--- config.mk ---
export PLATFORM = sky130hd
export DESIGN_NAME = twi_status_unit
export DESIGN_NICKNAME = d
export VERILOG_FILES = /design/src/rtl/twi_stat_pkg.sv /design/src/rtl/twi_bus_flags.sv /design/src/rtl/twi_xfer_flags.sv /design/src/rtl/twi_irq_mask.sv /design/src/rtl/twi_status_unit.sv
export SDC_FILE = /design/constraint.sdc
export NUM_CORES = 1
export LEC_CHECK = 0
export BUFFER_PORTS_ARGS = -buffer_cell sky130_fd_sc_hd__buf_2
export CAP_MARGIN = 40
export CORE_MARGIN = 2
export CORE_UTILIZATION = 40
export DETAILED_ROUTE_END_ITERATION = 6
export PLACE_DENSITY = 0.89
export SLEW_MARGIN = 15
export SYNTH_ARGS = -nofsm -noshare
export SYNTH_HDL_FRONTEND = slang
export SYNTH_SLANG_ARGS = --single-unit
--- constraint.sdc ---
create_clock -name clk -period 2.2 [get_ports clk]
set_input_delay 0.11 -clock clk [delete_from_list [all_inputs] [get_ports clk]]
set_output_delay 0.11 -clock clk [all_outputs]
set_load 0.05 [all_outputs]
--- src/rtl/twi_stat_pkg.sv ---
// Package: shared flag positions and types for the two-wire status unit.
// Assumes the status word layout is fixed by the software-visible encoding.
package twi_stat_pkg;
    localparam int NUM_FLAGS = 10;
    localparam int F_DONE  = 0;
    localparam int F_RXRDY = 1;
    localparam int F_TXRDY = 2;
    localparam int F_SDIR  = 3;
    localparam int F_SACC  = 4;
    localparam int F_GCALL = 5;
    localparam int F_OVR   = 6;
    localparam int F_UNR   = 7;
    localparam int F_NACK  = 8;
    localparam int F_ARB   = 9;
    typedef logic [NUM_FLAGS-1:0] flag_vec_t;
endpackage

--- src/rtl/twi_bus_flags.sv ---
// Module: bus-event flags (frame done, slave access, general call, direction,
// no-acknowledge, arbitration lost). Assumes every event input is a one-cycle
// pulse. Same-cycle set beats clear. Exports the gated status-read clear so
// that the transfer flags apply the same rule.
module twi_bus_flags (
    input  logic clk,
    input  logic rst_n,
    input  logic master_en_i,
    input  logic frame_start_i,
    input  logic frame_done_i,
    input  logic nack_i,
    input  logic arb_lost_i,
    input  logic slv_match_i,
    input  logic gc_match_i,
    input  logic slv_dir_i,
    input  logic status_rd_i,
    output logic cond_clr_o,
    output logic done_o,
    output logic sdir_o,
    output logic sacc_o,
    output logic gcall_o,
    output logic nack_o,
    output logic arb_o
);
    logic done_q, sdir_q, sacc_q, gcall_q, nack_q, arb_q;
    logic done_set;

    // Frame done is set by any event that ends a frame, or by master enable.
    assign done_set   = frame_done_i | nack_i | arb_lost_i | master_en_i;
    // A status read clears the gated flags only while frame done is set.
    assign cond_clr_o = status_rd_i & done_q;

    // Frame done: set by end events, cleared only by frame start.
    always_ff @(posedge clk) begin
        if (!rst_n)            done_q <= 1'b0;
        else if (done_set)     done_q <= 1'b1;
        else if (frame_start_i) done_q <= 1'b0;
    end

    // Slave access and the captured direction move together.
    always_ff @(posedge clk) begin
        if (!rst_n) begin
            sacc_q <= 1'b0;
            sdir_q <= 1'b0;
        end else if (slv_match_i) begin
            sacc_q <= 1'b1;
            sdir_q <= slv_dir_i;
        end else if (cond_clr_o) begin
            sacc_q <= 1'b0;
            sdir_q <= 1'b0;
        end
    end

    // General call: set by a match, cleared by a gated status read.
    always_ff @(posedge clk) begin
        if (!rst_n)          gcall_q <= 1'b0;
        else if (gc_match_i) gcall_q <= 1'b1;
        else if (cond_clr_o) gcall_q <= 1'b0;
    end

    // No-acknowledge and arbitration lost: cleared by any status read.
    always_ff @(posedge clk) begin
        if (!rst_n) begin
            nack_q <= 1'b0;
            arb_q  <= 1'b0;
        end else begin
            if (nack_i)           nack_q <= 1'b1;
            else if (status_rd_i) nack_q <= 1'b0;
            if (arb_lost_i)       arb_q  <= 1'b1;
            else if (status_rd_i) arb_q  <= 1'b0;
        end
    end

    assign done_o  = done_q;
    assign sdir_o  = sdir_q;
    assign sacc_o  = sacc_q;
    assign gcall_o = gcall_q;
    assign nack_o  = nack_q;
    assign arb_o   = arb_q;

    // a newly raised no-acknowledge always comes with frame done
    a_r8_nack_with_done: assert property (@(posedge clk) disable iff (!rst_n)
        $rose(nack_q) |-> done_q);
    // a newly raised arbitration loss always comes with frame done
    a_r8_arb_with_done: assert property (@(posedge clk) disable iff (!rst_n)
        $rose(arb_q) |-> done_q);
    // a status read without frame done keeps slave access
    a_r7_keep_without_done: assert property (@(posedge clk) disable iff (!rst_n)
        (status_rd_i && !done_q && sacc_q) |=> sacc_q);
    // the direction bit is never set without slave access
    a_r6_dir_needs_access: assert property (@(posedge clk) disable iff (!rst_n)
        sdir_q |-> sacc_q);
endmodule

--- src/rtl/twi_xfer_flags.sv ---
// Module: data-path flags (receive ready, overrun, transmit ready, underrun)
// and the master STOP request on underrun. Assumes the transmit holding
// register is full exactly while transmit ready is low.
module twi_xfer_flags (
    input  logic clk,
    input  logic rst_n,
    input  logic is_master_i,
    input  logic master_en_i,
    input  logic nack_i,
    input  logic rx_load_i,
    input  logic rx_read_i,
    input  logic tx_write_i,
    input  logic shift_req_i,
    input  logic cond_clr_i,
    output logic rxrdy_o,
    output logic ovr_o,
    output logic txrdy_o,
    output logic unr_o,
    output logic auto_stop_o
);
    logic rxrdy_q, ovr_q, txrdy_q, unr_q, stop_q;
    logic tx_move, tx_starve, ovr_hit, tx_set;

    // Classify a shifter request: data available, or starvation.
    assign tx_move   = shift_req_i & ~txrdy_q;
    assign tx_starve = shift_req_i &  txrdy_q;
    // A load overruns only if the unread byte is not taken in the same cycle.
    assign ovr_hit   = rx_load_i & rxrdy_q & ~rx_read_i;
    assign tx_set    = tx_move | nack_i | master_en_i;

    // Receive ready: set by a load, cleared by a holding-register read.
    always_ff @(posedge clk) begin
        if (!rst_n)         rxrdy_q <= 1'b0;
        else if (rx_load_i) rxrdy_q <= 1'b1;
        else if (rx_read_i) rxrdy_q <= 1'b0;
    end

    // Transmit ready: set on move, no-ack or enable; cleared by a write.
    always_ff @(posedge clk) begin
        if (!rst_n)          txrdy_q <= 1'b0;
        else if (tx_set)     txrdy_q <= 1'b1;
        else if (tx_write_i) txrdy_q <= 1'b0;
    end

    // Error flags: sticky until a gated status read.
    always_ff @(posedge clk) begin
        if (!rst_n) begin
            ovr_q <= 1'b0;
            unr_q <= 1'b0;
        end else begin
            if (ovr_hit)         ovr_q <= 1'b1;
            else if (cond_clr_i) ovr_q <= 1'b0;
            if (tx_starve)       unr_q <= 1'b1;
            else if (cond_clr_i) unr_q <= 1'b0;
        end
    end

    // One-cycle STOP request after a master-mode underrun.
    always_ff @(posedge clk) begin
        if (!rst_n) stop_q <= 1'b0;
        else        stop_q <= tx_starve & is_master_i;
    end

    assign rxrdy_o     = rxrdy_q;
    assign ovr_o       = ovr_q;
    assign txrdy_o     = txrdy_q;
    assign unr_o       = unr_q;
    assign auto_stop_o = stop_q;

    // a load onto an unread byte raises overrun
    a_r3_overrun_sets: assert property (@(posedge clk) disable iff (!rst_n)
        (rx_load_i && rxrdy_q && !rx_read_i) |=> ovr_q);
    // a holding write with no set source drops transmit ready
    a_r4_write_drops_ready: assert property (@(posedge clk) disable iff (!rst_n)
        (tx_write_i && !shift_req_i && !nack_i && !master_en_i) |=> !txrdy_q);
    // a request while ready raises underrun
    a_r9_underrun_sets: assert property (@(posedge clk) disable iff (!rst_n)
        (shift_req_i && txrdy_q) |=> unr_q);
    // a STOP request only follows a master-mode cycle
    a_r9_stop_master_only: assert property (@(posedge clk) disable iff (!rst_n)
        stop_q |-> $past(is_master_i));
endmodule

--- src/rtl/twi_irq_mask.sv ---
// Module: interrupt mask with bitwise set and clear inputs, and the
// interrupt reduction. Assumes both mask inputs are sampled every cycle.
module twi_irq_mask #(
    parameter int W = 10
) (
    input  logic         clk,
    input  logic         rst_n,
    input  logic [W-1:0] set_i,
    input  logic [W-1:0] clr_i,
    input  logic [W-1:0] flags_i,
    output logic [W-1:0] mask_o,
    output logic         irq_o
);
    logic [W-1:0] mask_q;

    // One register per mask bit; a set beats a clear.
    for (genvar k = 0; k < W; k++) begin : g_bit
        always_ff @(posedge clk) begin
            if (!rst_n)        mask_q[k] <= 1'b0;
            else if (set_i[k]) mask_q[k] <= 1'b1;
            else if (clr_i[k]) mask_q[k] <= 1'b0;
        end
    end

    // Interrupt: any enabled flag.
    assign irq_o  = |(flags_i & mask_q);
    assign mask_o = mask_q;

    // every bit written as one on the set input is set afterwards
    a_r10_set_lands: assert property (@(posedge clk) disable iff (!rst_n)
        (set_i != '0) |=> ((mask_q & $past(set_i)) == $past(set_i)));
    // a bit named by neither input keeps its value
    a_r10_untouched_stable: assert property (@(posedge clk) disable iff (!rst_n)
        ((set_i | clr_i) == '0) |=> $stable(mask_q));
endmodule

--- src/rtl/twi_status_unit.sv ---
// Module: top of the two-wire status and interrupt unit. It assembles the
// status word from the bus-event and data-path flag blocks, then drives the
// mask and the interrupt line. Assumes all event inputs are one-cycle pulses
// synchronous to clk.
module twi_status_unit
    import twi_stat_pkg::*;
(
    input  logic                 clk,
    input  logic                 rst_n,
    input  logic                 is_master_i,
    input  logic                 master_en_i,
    input  logic                 frame_start_i,
    input  logic                 frame_done_i,
    input  logic                 nack_i,
    input  logic                 arb_lost_i,
    input  logic                 slv_match_i,
    input  logic                 gc_match_i,
    input  logic                 slv_dir_i,
    input  logic                 rx_load_i,
    input  logic                 rx_read_i,
    input  logic                 tx_write_i,
    input  logic                 shift_req_i,
    input  logic                 status_rd_i,
    input  logic [NUM_FLAGS-1:0] mask_set_i,
    input  logic [NUM_FLAGS-1:0] mask_clr_i,
    output logic [NUM_FLAGS-1:0] status_o,
    output logic [NUM_FLAGS-1:0] mask_o,
    output logic                 irq_o,
    output logic                 auto_stop_o
);
    logic      cond_clr;
    logic      f_done, f_sdir, f_sacc, f_gcall, f_nack, f_arb;
    logic      f_rxrdy, f_ovr, f_txrdy, f_unr;
    flag_vec_t flags;

    twi_bus_flags u_bus (
        .clk(clk), .rst_n(rst_n), .master_en_i(master_en_i),
        .frame_start_i(frame_start_i), .frame_done_i(frame_done_i),
        .nack_i(nack_i), .arb_lost_i(arb_lost_i), .slv_match_i(slv_match_i),
        .gc_match_i(gc_match_i), .slv_dir_i(slv_dir_i),
        .status_rd_i(status_rd_i), .cond_clr_o(cond_clr),
        .done_o(f_done), .sdir_o(f_sdir), .sacc_o(f_sacc),
        .gcall_o(f_gcall), .nack_o(f_nack), .arb_o(f_arb)
    );

    twi_xfer_flags u_xfer (
        .clk(clk), .rst_n(rst_n), .is_master_i(is_master_i),
        .master_en_i(master_en_i), .nack_i(nack_i), .rx_load_i(rx_load_i),
        .rx_read_i(rx_read_i), .tx_write_i(tx_write_i),
        .shift_req_i(shift_req_i), .cond_clr_i(cond_clr),
        .rxrdy_o(f_rxrdy), .ovr_o(f_ovr), .txrdy_o(f_txrdy), .unr_o(f_unr),
        .auto_stop_o(auto_stop_o)
    );

    // Place each flag at its software-visible bit position.
    always_comb begin
        flags          = '0;
        flags[F_DONE]  = f_done;
        flags[F_RXRDY] = f_rxrdy;
        flags[F_TXRDY] = f_txrdy;
        flags[F_SDIR]  = f_sdir;
        flags[F_SACC]  = f_sacc;
        flags[F_GCALL] = f_gcall;
        flags[F_OVR]   = f_ovr;
        flags[F_UNR]   = f_unr;
        flags[F_NACK]  = f_nack;
        flags[F_ARB]   = f_arb;
    end

    twi_irq_mask #(.W(NUM_FLAGS)) u_mask (
        .clk(clk), .rst_n(rst_n), .set_i(mask_set_i), .clr_i(mask_clr_i),
        .flags_i(flags), .mask_o(mask_o), .irq_o(irq_o)
    );

    assign status_o = flags;

    // with an empty mask the interrupt line stays low
    a_r11_quiet_when_masked: assert property (@(posedge clk) disable iff (!rst_n)
        (mask_o == '0) |-> !irq_o);
    // the cycle after reset everything is clear
    a_r1_reset_clear: assert property (@(posedge clk)
        !rst_n |=> (status_o == '0 && mask_o == '0 && !auto_stop_o));
endmodule

---- Word level (Yosys, flattened, before mapping) ----
Index checks and enable logic that the tools add are counted.
word-level totals
  input port bits ......................... 36
  logic and storage cells ................. 90
  register bits after elaboration ......... 21
operators by class
  reduce and logical (&&, ||, !) cells .... 20
  mux-type cells .......................... 35
  bitwise gates (word level) .............. 14
operators with widths
  cell                 number
  nonzero test 2 bit   19
  2-to-1 mux 1 bit     35
  AND 10 bit           1
  OR reduction 10 bit  1
  AND 1 bit            6
  bitwise OR 1 bit     5
  NOT 1 bit            2

---- Depth between registers and ports, before layout ----
Gate-level depths: netlist of the first run.
  word-level depth ........................ 5
  mapped depth ............................ 3

---- Hierarchy ----
A second synthesis of the first run with hierarchy kept.
second synthesis, totals
  cells, all modules ...................... 87
  area total of the unflattened synthesis .. 877.1 um2
modules (own cells, without submodules)
  module           cells an instance  area an instance (um2)  instances
  twi_irq_mask     37                 395.4                   1
  twi_bus_flags    22                 222.7                   1
  twi_xfer_flags   18                 183.9                   1
  twi_status_unit  10                 75.1                    1

---- Worst setup path before layout of the first run ----
Ideal clock, no wire load.
  path kind ............................... register -> output
  start ................................... reg u_mask.mask_q[9] (netlist: u_mask.mask_o[9])
  end ..................................... out irq_o
  cell stages (with the launch flop) ...... 4
  setup slack ............................. 0.658 ns
  path buffers ............................ 0
  data arrival time ....................... 1.432 ns
  cell sequence ........................... dfxtp_1 -> a22o_1 -> a221oi_2 -> nand4_1
between the ends
  longest elaborated chain between the ends .. 2
RTL lines
  element                           line                   source
  start: declaration                twi_irq_mask.sv:14     logic [W-1:0] mask_q;
  start signal: indexed assignment  twi_irq_mask.sv:19     if (!rst_n) mask_q[k] <= 1'b0;
  start signal: indexed assignment  twi_irq_mask.sv:20     else if (set_i[k]) mask_q[k] <= 1'b1;
  start signal: indexed assignment  twi_irq_mask.sv:21     else if (clr_i[k]) mask_q[k] <= 1'b0;
  AND 10 bit                        twi_irq_mask.sv:26     assign irq_o = |(flags_i & mask_q);
  OR reduction 10 bit               twi_irq_mask.sv:26
  end: declaration                  twi_status_unit.sv:28  output logic irq_o,
No other way between the ends.

---- Worst setup path in the final report of the first run ----
Same ends and word-level chain as after synthesis.

==> results.txt, run 1 <==
The first-pass GRT wire length is around 3100 um. The kind of critical path is register to primary output. In this run the power density over the cells is roughly 700 nW/um^2. The maximum net fanout on the critical path is 3.

The width of the die came out at ~50 um. The total grt overflow came out at 0. The number of diodes added for antenna fixing is 0. In the routed design, unresolved DRC markers number 0.

The met1 layer usage reported by global route is 16.4%. The maximum buffer depth of the clock tree came out at 2. Setup repair after global routing left no endpoint under its margin.

After detailed routing, the average wire length per cell comes to 12.7 um. The share of synthesized area in the top cell type comes to 49.1%. The routed wire length is roughly 2100 um.

The Yosys step of the flow raised 0 warnings. The die footprint came out at between 2000 and 3000 um^2. In the layout the commonest cells are 57 x sky130_fd_sc_hd__buf_2, 21 x sky130_fd_sc_hd__dfxtp_1, 17 x sky130_fd_sc_hd__nor2b_1.

The synthesized instance count is between 80 and 90. The proportion of layout cells with a drive suffix above 1 came out at 44.2%. Across the routed clock network, the largest skew measured is just over 0.004 ns.

The number of placed I/O pins is 58. The number of hold violations in the final report is 0. The number of DRC markers in iteration 0 is 7. The top achievable clock speed came out at roughly 0.66 GHz. The signed area change from the synthesized netlist to the final layout is 36.3%.

The minimum clock period is roughly 1.5 ns. The post-CTS clock slew at the launch and capture registers of the worst setup and hold paths came out at approximately 0.12 ns. The class of the most critical hold timing path is primary input to register.

The number of buffers created by CTS is 3. The most used routing layer is met2. Max-cap violations in this run came to 0. The cell type with the highest aggregate area in the netlist is sky130_fd_sc_hd__dfxtp_1. The quantity of I/O buffers inserted on ports came out at 57. The post-CTS setup-driven buffer insertion count is 0.

The average instance in the mapped netlist occupies 10.2 um^2. The level count of the clock H-tree is 1. The required time of the worst setup path is around 2.1 ns. The count of standard-cell rows came out at 16.

The number of global-route vias before repair came out at ~750. The synthesized netlist contains 18 unique library cells. The arrival time at the worst endpoint is 1.40 ns. The multi-input combinational cells in the finished layout cover a total of 350 um^2. The worst setup path is launched from a register. The final core utilization came out at 58.8%.

The area of the core came out at about 2000 um^2. The via count normalized by instance count is 4.96. The floorplan die height is 50.3 um.

The number of nets produced by synthesis came out at 120. The final antenna-violating net count came out at 0. Summed over all nets, the half-perimeter wirelength after detailed placement is between 1500 and 2000 um. The total of fill cells in the finished design came out at 182. The max-slew violation total from the final report came out at 0. Adding up every negative setup slack in the final design gives 0 ns.

The source-to-sink clock delay at the later pin of the worst-skew pair came out at approximately 0.3 ns. The register bit count reported by yosys is 21. The setup slack of the critical path after layout came out at around 0.7 ns. The global-route usage over all layers came out at 16.5%. For met2 alone, demand over resource in global routing was a little under a third.

The count of instances resized after the clock tree is built is 0. In the post-synthesis netlist, the biggest area contributors are sky130_fd_sc_hd__dfxtp_1 49%, sky130_fd_sc_hd__nor2b_1 12%, sky130_fd_sc_hd__o21a_1 11%. The leakage power is roughly 0.56 nW. Hold is met by between 0.006 and 0.007 ns. The netlist area before placement is 856 um^2. For the pin with the worst max-slew slack, the measured transition is 0.341 ns. The library cell used most frequently in the layout, excluding fill and tap cells, is sky130_fd_sc_hd__buf_2.

The pin count of the biggest net entering global routing came out at 22. Setup violations remaining at the end of the flow were counted as 0. The cell sitting at the root of the clock tree is a sky130_fd_sc_hd__clkbuf_4. The met3 track demand over resource in global routing came out at about 3.3%.

The routed layout has ~820 vias. Across the VDD grid, the largest voltage drop is 0.000462 V. The post-placement worst setup slack came out at approximately 1 ns. Counting every sink on the clock net gives 21.

TritonCTS built the clock tree. The placer's final routability congestion estimate came out at 0.684. The layout net count is about 180. The run finished with clean final reports. The share of the clock period used by the worst path after layout is 68.5%. The first-pass iteration count of the detailed router came out at 3. The worst setup path is captured at a primary output. The worst pin sits at a relative slew slack of 77.3%. Sequential cells were found to cover about half of the synthesized design area. The count of hold buffers inserted by post-cts repair is 0. The register area is 420 um^2.

The number of antenna violations at the first check in global routing came out at 0. The post-layout total power came out at between 800 and 900 uW. The initial core utilization is 43.2%.
==> area by class of cell <==
| type | count | share of cell area [%] |
|---|---|---|
| flip-flops and latches | 21 | 36.1 |
| clock buffers | 4 | 2.25 |
| multi-input cells | 51 | 30.0 |
| repair buffers | 62 | 28.8 |
| well taps | 27 | 2.90 |
==> flip-flops by register name (all words and copies together), names as in the netlist <==
| name | flops |
|---|---|
| u_bus.arb_o | 1 |
| u_mask.mask_o | 10 |
| u_bus.done_o | 1 |
| u_bus.sacc_o | 1 |
| u_xfer.rxrdy_o | 1 |
| u_bus.sdir_o | 1 |
| u_xfer.auto_stop_o | 1 |
| u_xfer.txrdy_o | 1 |
| u_bus.gcall_o | 1 |
| u_xfer.unr_o | 1 |
| u_bus.nack_o | 1 |
| u_xfer.ovr_o | 1 |
==> worst max-delay path, cell delays in order (launching register included) <==
cell	delay, ns
sky130_fd_sc_hd__dfxtp_1	0.34
sky130_fd_sc_hd__a22o_1	0.25
sky130_fd_sc_hd__a221oi_2	0.16
sky130_fd_sc_hd__nand4_1	0.12
sky130_fd_sc_hd__buf_2	0.22
==> per-layer routing <==
metal	up-vias	share of wire, %
met5	-	0
met4	0	2.2
li1	395	-
met2	30	55
met1	388	37
met3	6	6.0
==> cell usage after synthesis (all sizes together) <==
cell    instances
a21oi           3
a221oi          1
nand4           1
nor4            1
nor2b          17
a22o            1
o31a            1
o21a           13
nand3b          1
nand2b          1
a21boi          2
nand2           2
buf            12
and4            1
dfxtp          21
a22oi           5
nor2            1
==> through the flow <==
step / cell area [um^2] / cells
floorplan: 856 / 84
global placement: 1090 / 156
detailed placement: 1090 / 156
CTS: 1120 / 160
global route: 1170 / 165
finish: 1170 / 165
==> report_power, final <==
| group | switching (mW) | internal (mW) |
|---|---|---|
| combinational | 0.137 | 0.0740 |
| sequential | 0.0185 | 0.404 |
| clock | 0.117 | 0.0707 |
| total | 0.273 | 0.549 |
==> path summary, 6_finish.rpt <==
| path | cells after the start | start | endpoint | slack, ns |
|---|---|---|---|---|
| max reg2reg | 3 | u_bus.done_o | u_xfer.ovr_o | 1.28 |
| min | 2 | mask_set_i[1] | u_mask.mask_o[1] | 0.007 |
| max | 4 | u_mask.mask_o[9] | irq_o | 0.69 |
| min reg2reg | 2 | u_bus.sdir_o | u_bus.sdir_o | 0.50 |
==> kinds of logic after synthesis <==
group	synth area share (%)
AO/OA/AOI/OAI	23.1
AND/OR/NAND/NOR	17.8
flip-flops	49.1
buffers and inverters	9.94
Note: power is estimated with default switching activity, not from simulation.
==> run 2: changes to the inputs <==
Clock period 2.2 ns to 1.5 ns, I/O delays scaled along.
==> run 2 against run 1 <==
Against the previous run:
- first-iteration DRC count stayed put
- setup slack got worse by 0.64 ns
- global-route usage is 0.92 points higher
- critical path depth stayed put
- die area unchanged
- clock skew hardly changed
==> results.txt, run 2 (same netlist as run 1, synthesis figures left out) <==
The flow ran to the end, and the final reports show no timing, DRC or antenna violations. The top achievable clock speed is 0.692 GHz. The count of buffers added on input and output ports is 57.

The required time of the worst setup path came out at between 1 and 1.5 ns. The signal on the critical path passes through a22o_1 -> a221oi_2 -> nand4_1 -> buf_4. The number of DRC markers in iteration 0 is 7.

The first-pass iteration count of the detailed router is 4. In this run the remaining antenna-violating nets after routing total 0. The per-cell routed wire length is ~12 um. The maximum vdd ir drop came out at between 0.0007 and 0.0008 V.

The buffering stage count on the worst path with inverters included came out at 1. The filler-free cell count of the finished design came out at approximately 170. The pin count of the biggest net entering global routing came out at 22. Among all stages on the critical path, the largest delay is contributed by sky130_fd_sc_hd__dfxtp_1. The number of antenna violations at the first check in global routing is 0. The total grt overflow is 0. The remaining max-slew budget at the tightest pin is roughly three quarters.

The number of global-route vias before repair came to ~840. The worst setup path is captured at a primary output. The arrival time at the worst endpoint is 1.37 ns.

The global-route usage over all layers came out at 17.4%. The leakage power is a little under 0.6 nW. The level count of the clock H-tree is 1. The area of the core is 1980 um^2.

Setup repair after global routing left no endpoint under its margin. The routed wire length came out at around 2100 um. The proportion of layout cells with a drive suffix above 1 came out at 42.8%. The setup total negative slack is 0 ns. The final setup violation count came out at 0. The half-perimeter wire length after placement is 1590 um. The number of buffers created by CTS came out at 3. The width of the die came out at 50.3 um. The via total after detailed routing came out at a little over 800. Of all nets on the critical path, the largest fanout is 3. The floorplan die height is roughly 50 um. On the worst path, the slowest cell contributes a delay of 0.34 ns.

CTS saw 21 sinks. The first-pass GRT wire length came out at 3390 um. At the end of the flow, the number of nets in the layout was between 150 and 200. The initial core utilization came out at 43.2%. The via count normalized by instance count came out at approximately 4.7. In the layout the commonest cells are 56 x sky130_fd_sc_hd__buf_2, 21 x sky130_fd_sc_hd__dfxtp_1, 17 x sky130_fd_sc_hd__nor2b_1. The CTS tree is yes. The register with the most flip-flops in the layout has 10 of them. On the final layout, the worst clock skew is 0.00367 ns. The source-to-sink clock delay at the later pin of the worst-skew pair came out at about 0.3 ns.

The slew at the pin with the worst max-slew slack is 0.361 ns. In this run the worst hold path is classified as primary input to register. Grouping stages by cell kind, the critical path spends the most delay in compound AO/OA/AOI/OAI gates. The final core utilization is between 60 and 70%. The worst setup path is of the register to primary output kind. Leaving out fill and tap cells, the most frequent cell in the layout is sky130_fd_sc_hd__buf_2.

The number of placed instances, taps included is about 160. The floorplan has 16 rows. The congestion estimate from routability-driven global placement came to just under 0.8. The root buffer cell chosen for the clock tree is sky130_fd_sc_hd__clkbuf_4.

The power density relative to cell area is around 980 nW/um^2. The minimum clock period is around 1.4 ns. The clock passes through at most 2 buffers. The number of remaining DRC errors came out at 0. The number of diodes added for antenna fixing came out at 0. Of the available clock period, the critical path in the final layout requires around 96%. Pin placement for this block handled 58 I/O pins.

The tool flagged a number of max-cap violations equal to 0. Clock-pin slew was measured on the worst setup and hold paths at about 0.11 ns. The signed area change from the synthesized netlist to the final layout is 44.9%.

STA classifies the critical path startpoint as a register. The die footprint is between 2000 and 3000 um^2. The number of hold violations in the final report is 0.

The max-slew violation total from the final report was 0.
run 2: what timing repair did:
action	CTS	global route
endpoints found under the setup margin	0	1
hold endpoints to repair	12	0
resized for setup	0	2
setup buffers	0	0
hold buffers	12	0
run 2: power by group:
group,total [mW],internal [mW],switching [mW]
clock,0.267,0.0994,0.167
combinational,0.326,0.123,0.203
sequential,0.620,0.593,0.0273
total,1.21,0.815,0.398
run 2: path summary, 6_finish.rpt:
| check | slack (ns) | depth (start not counted) | end | startpoint |
|---|---|---|---|---|
| hold reg to reg | 0.52 | 2 | u_bus.done_o | u_bus.done_o |
| setup / recovery | 0.05 | 4 | irq_o | u_mask.mask_o[9] |
| setup reg to reg | 0.58 | 3 | u_xfer.ovr_o | u_bus.done_o |
| hold / removal | 0.01 | 2 | u_xfer.txrdy_o | master_en_i |
run 2: per-stage QoR:
stage	area (um^2)	hold slack [ns]	total power [mW]	setup WS, ns
floorplan	856	0.199	0.856	0.00454
global placement	1090	0.282	0.925	0.363
detailed placement	1090	0.292	0.933	0.367
CTS	1240	0.00564	1.22	0.0205
global route	1240	0.0143	1.27	0.000130
finish	1240	0.0104	1.21	0.0550
run 2: routing by layer:
layer | track usage, % | routed length (um) | vias to the layer above
met3 | 3.57 | 139 | 6
met5 | 0 | 0 | -
met2 | 30.9 | 1100 | 40
met4 | 8.80 | 49 | 0
li1 | - | - | 407
met1 | 19.5 | 809 | 363
run 2: layout make-up:
class,instances,area [um^2]
Multi-Input combinational cell,51,350
Tap cell,27,33.8
Clock buffer,3,22.5
Sequential cell,21,420
Timing Repair Buffer,69,408
Clock inverter,1,5.00
Fill cell,161,742
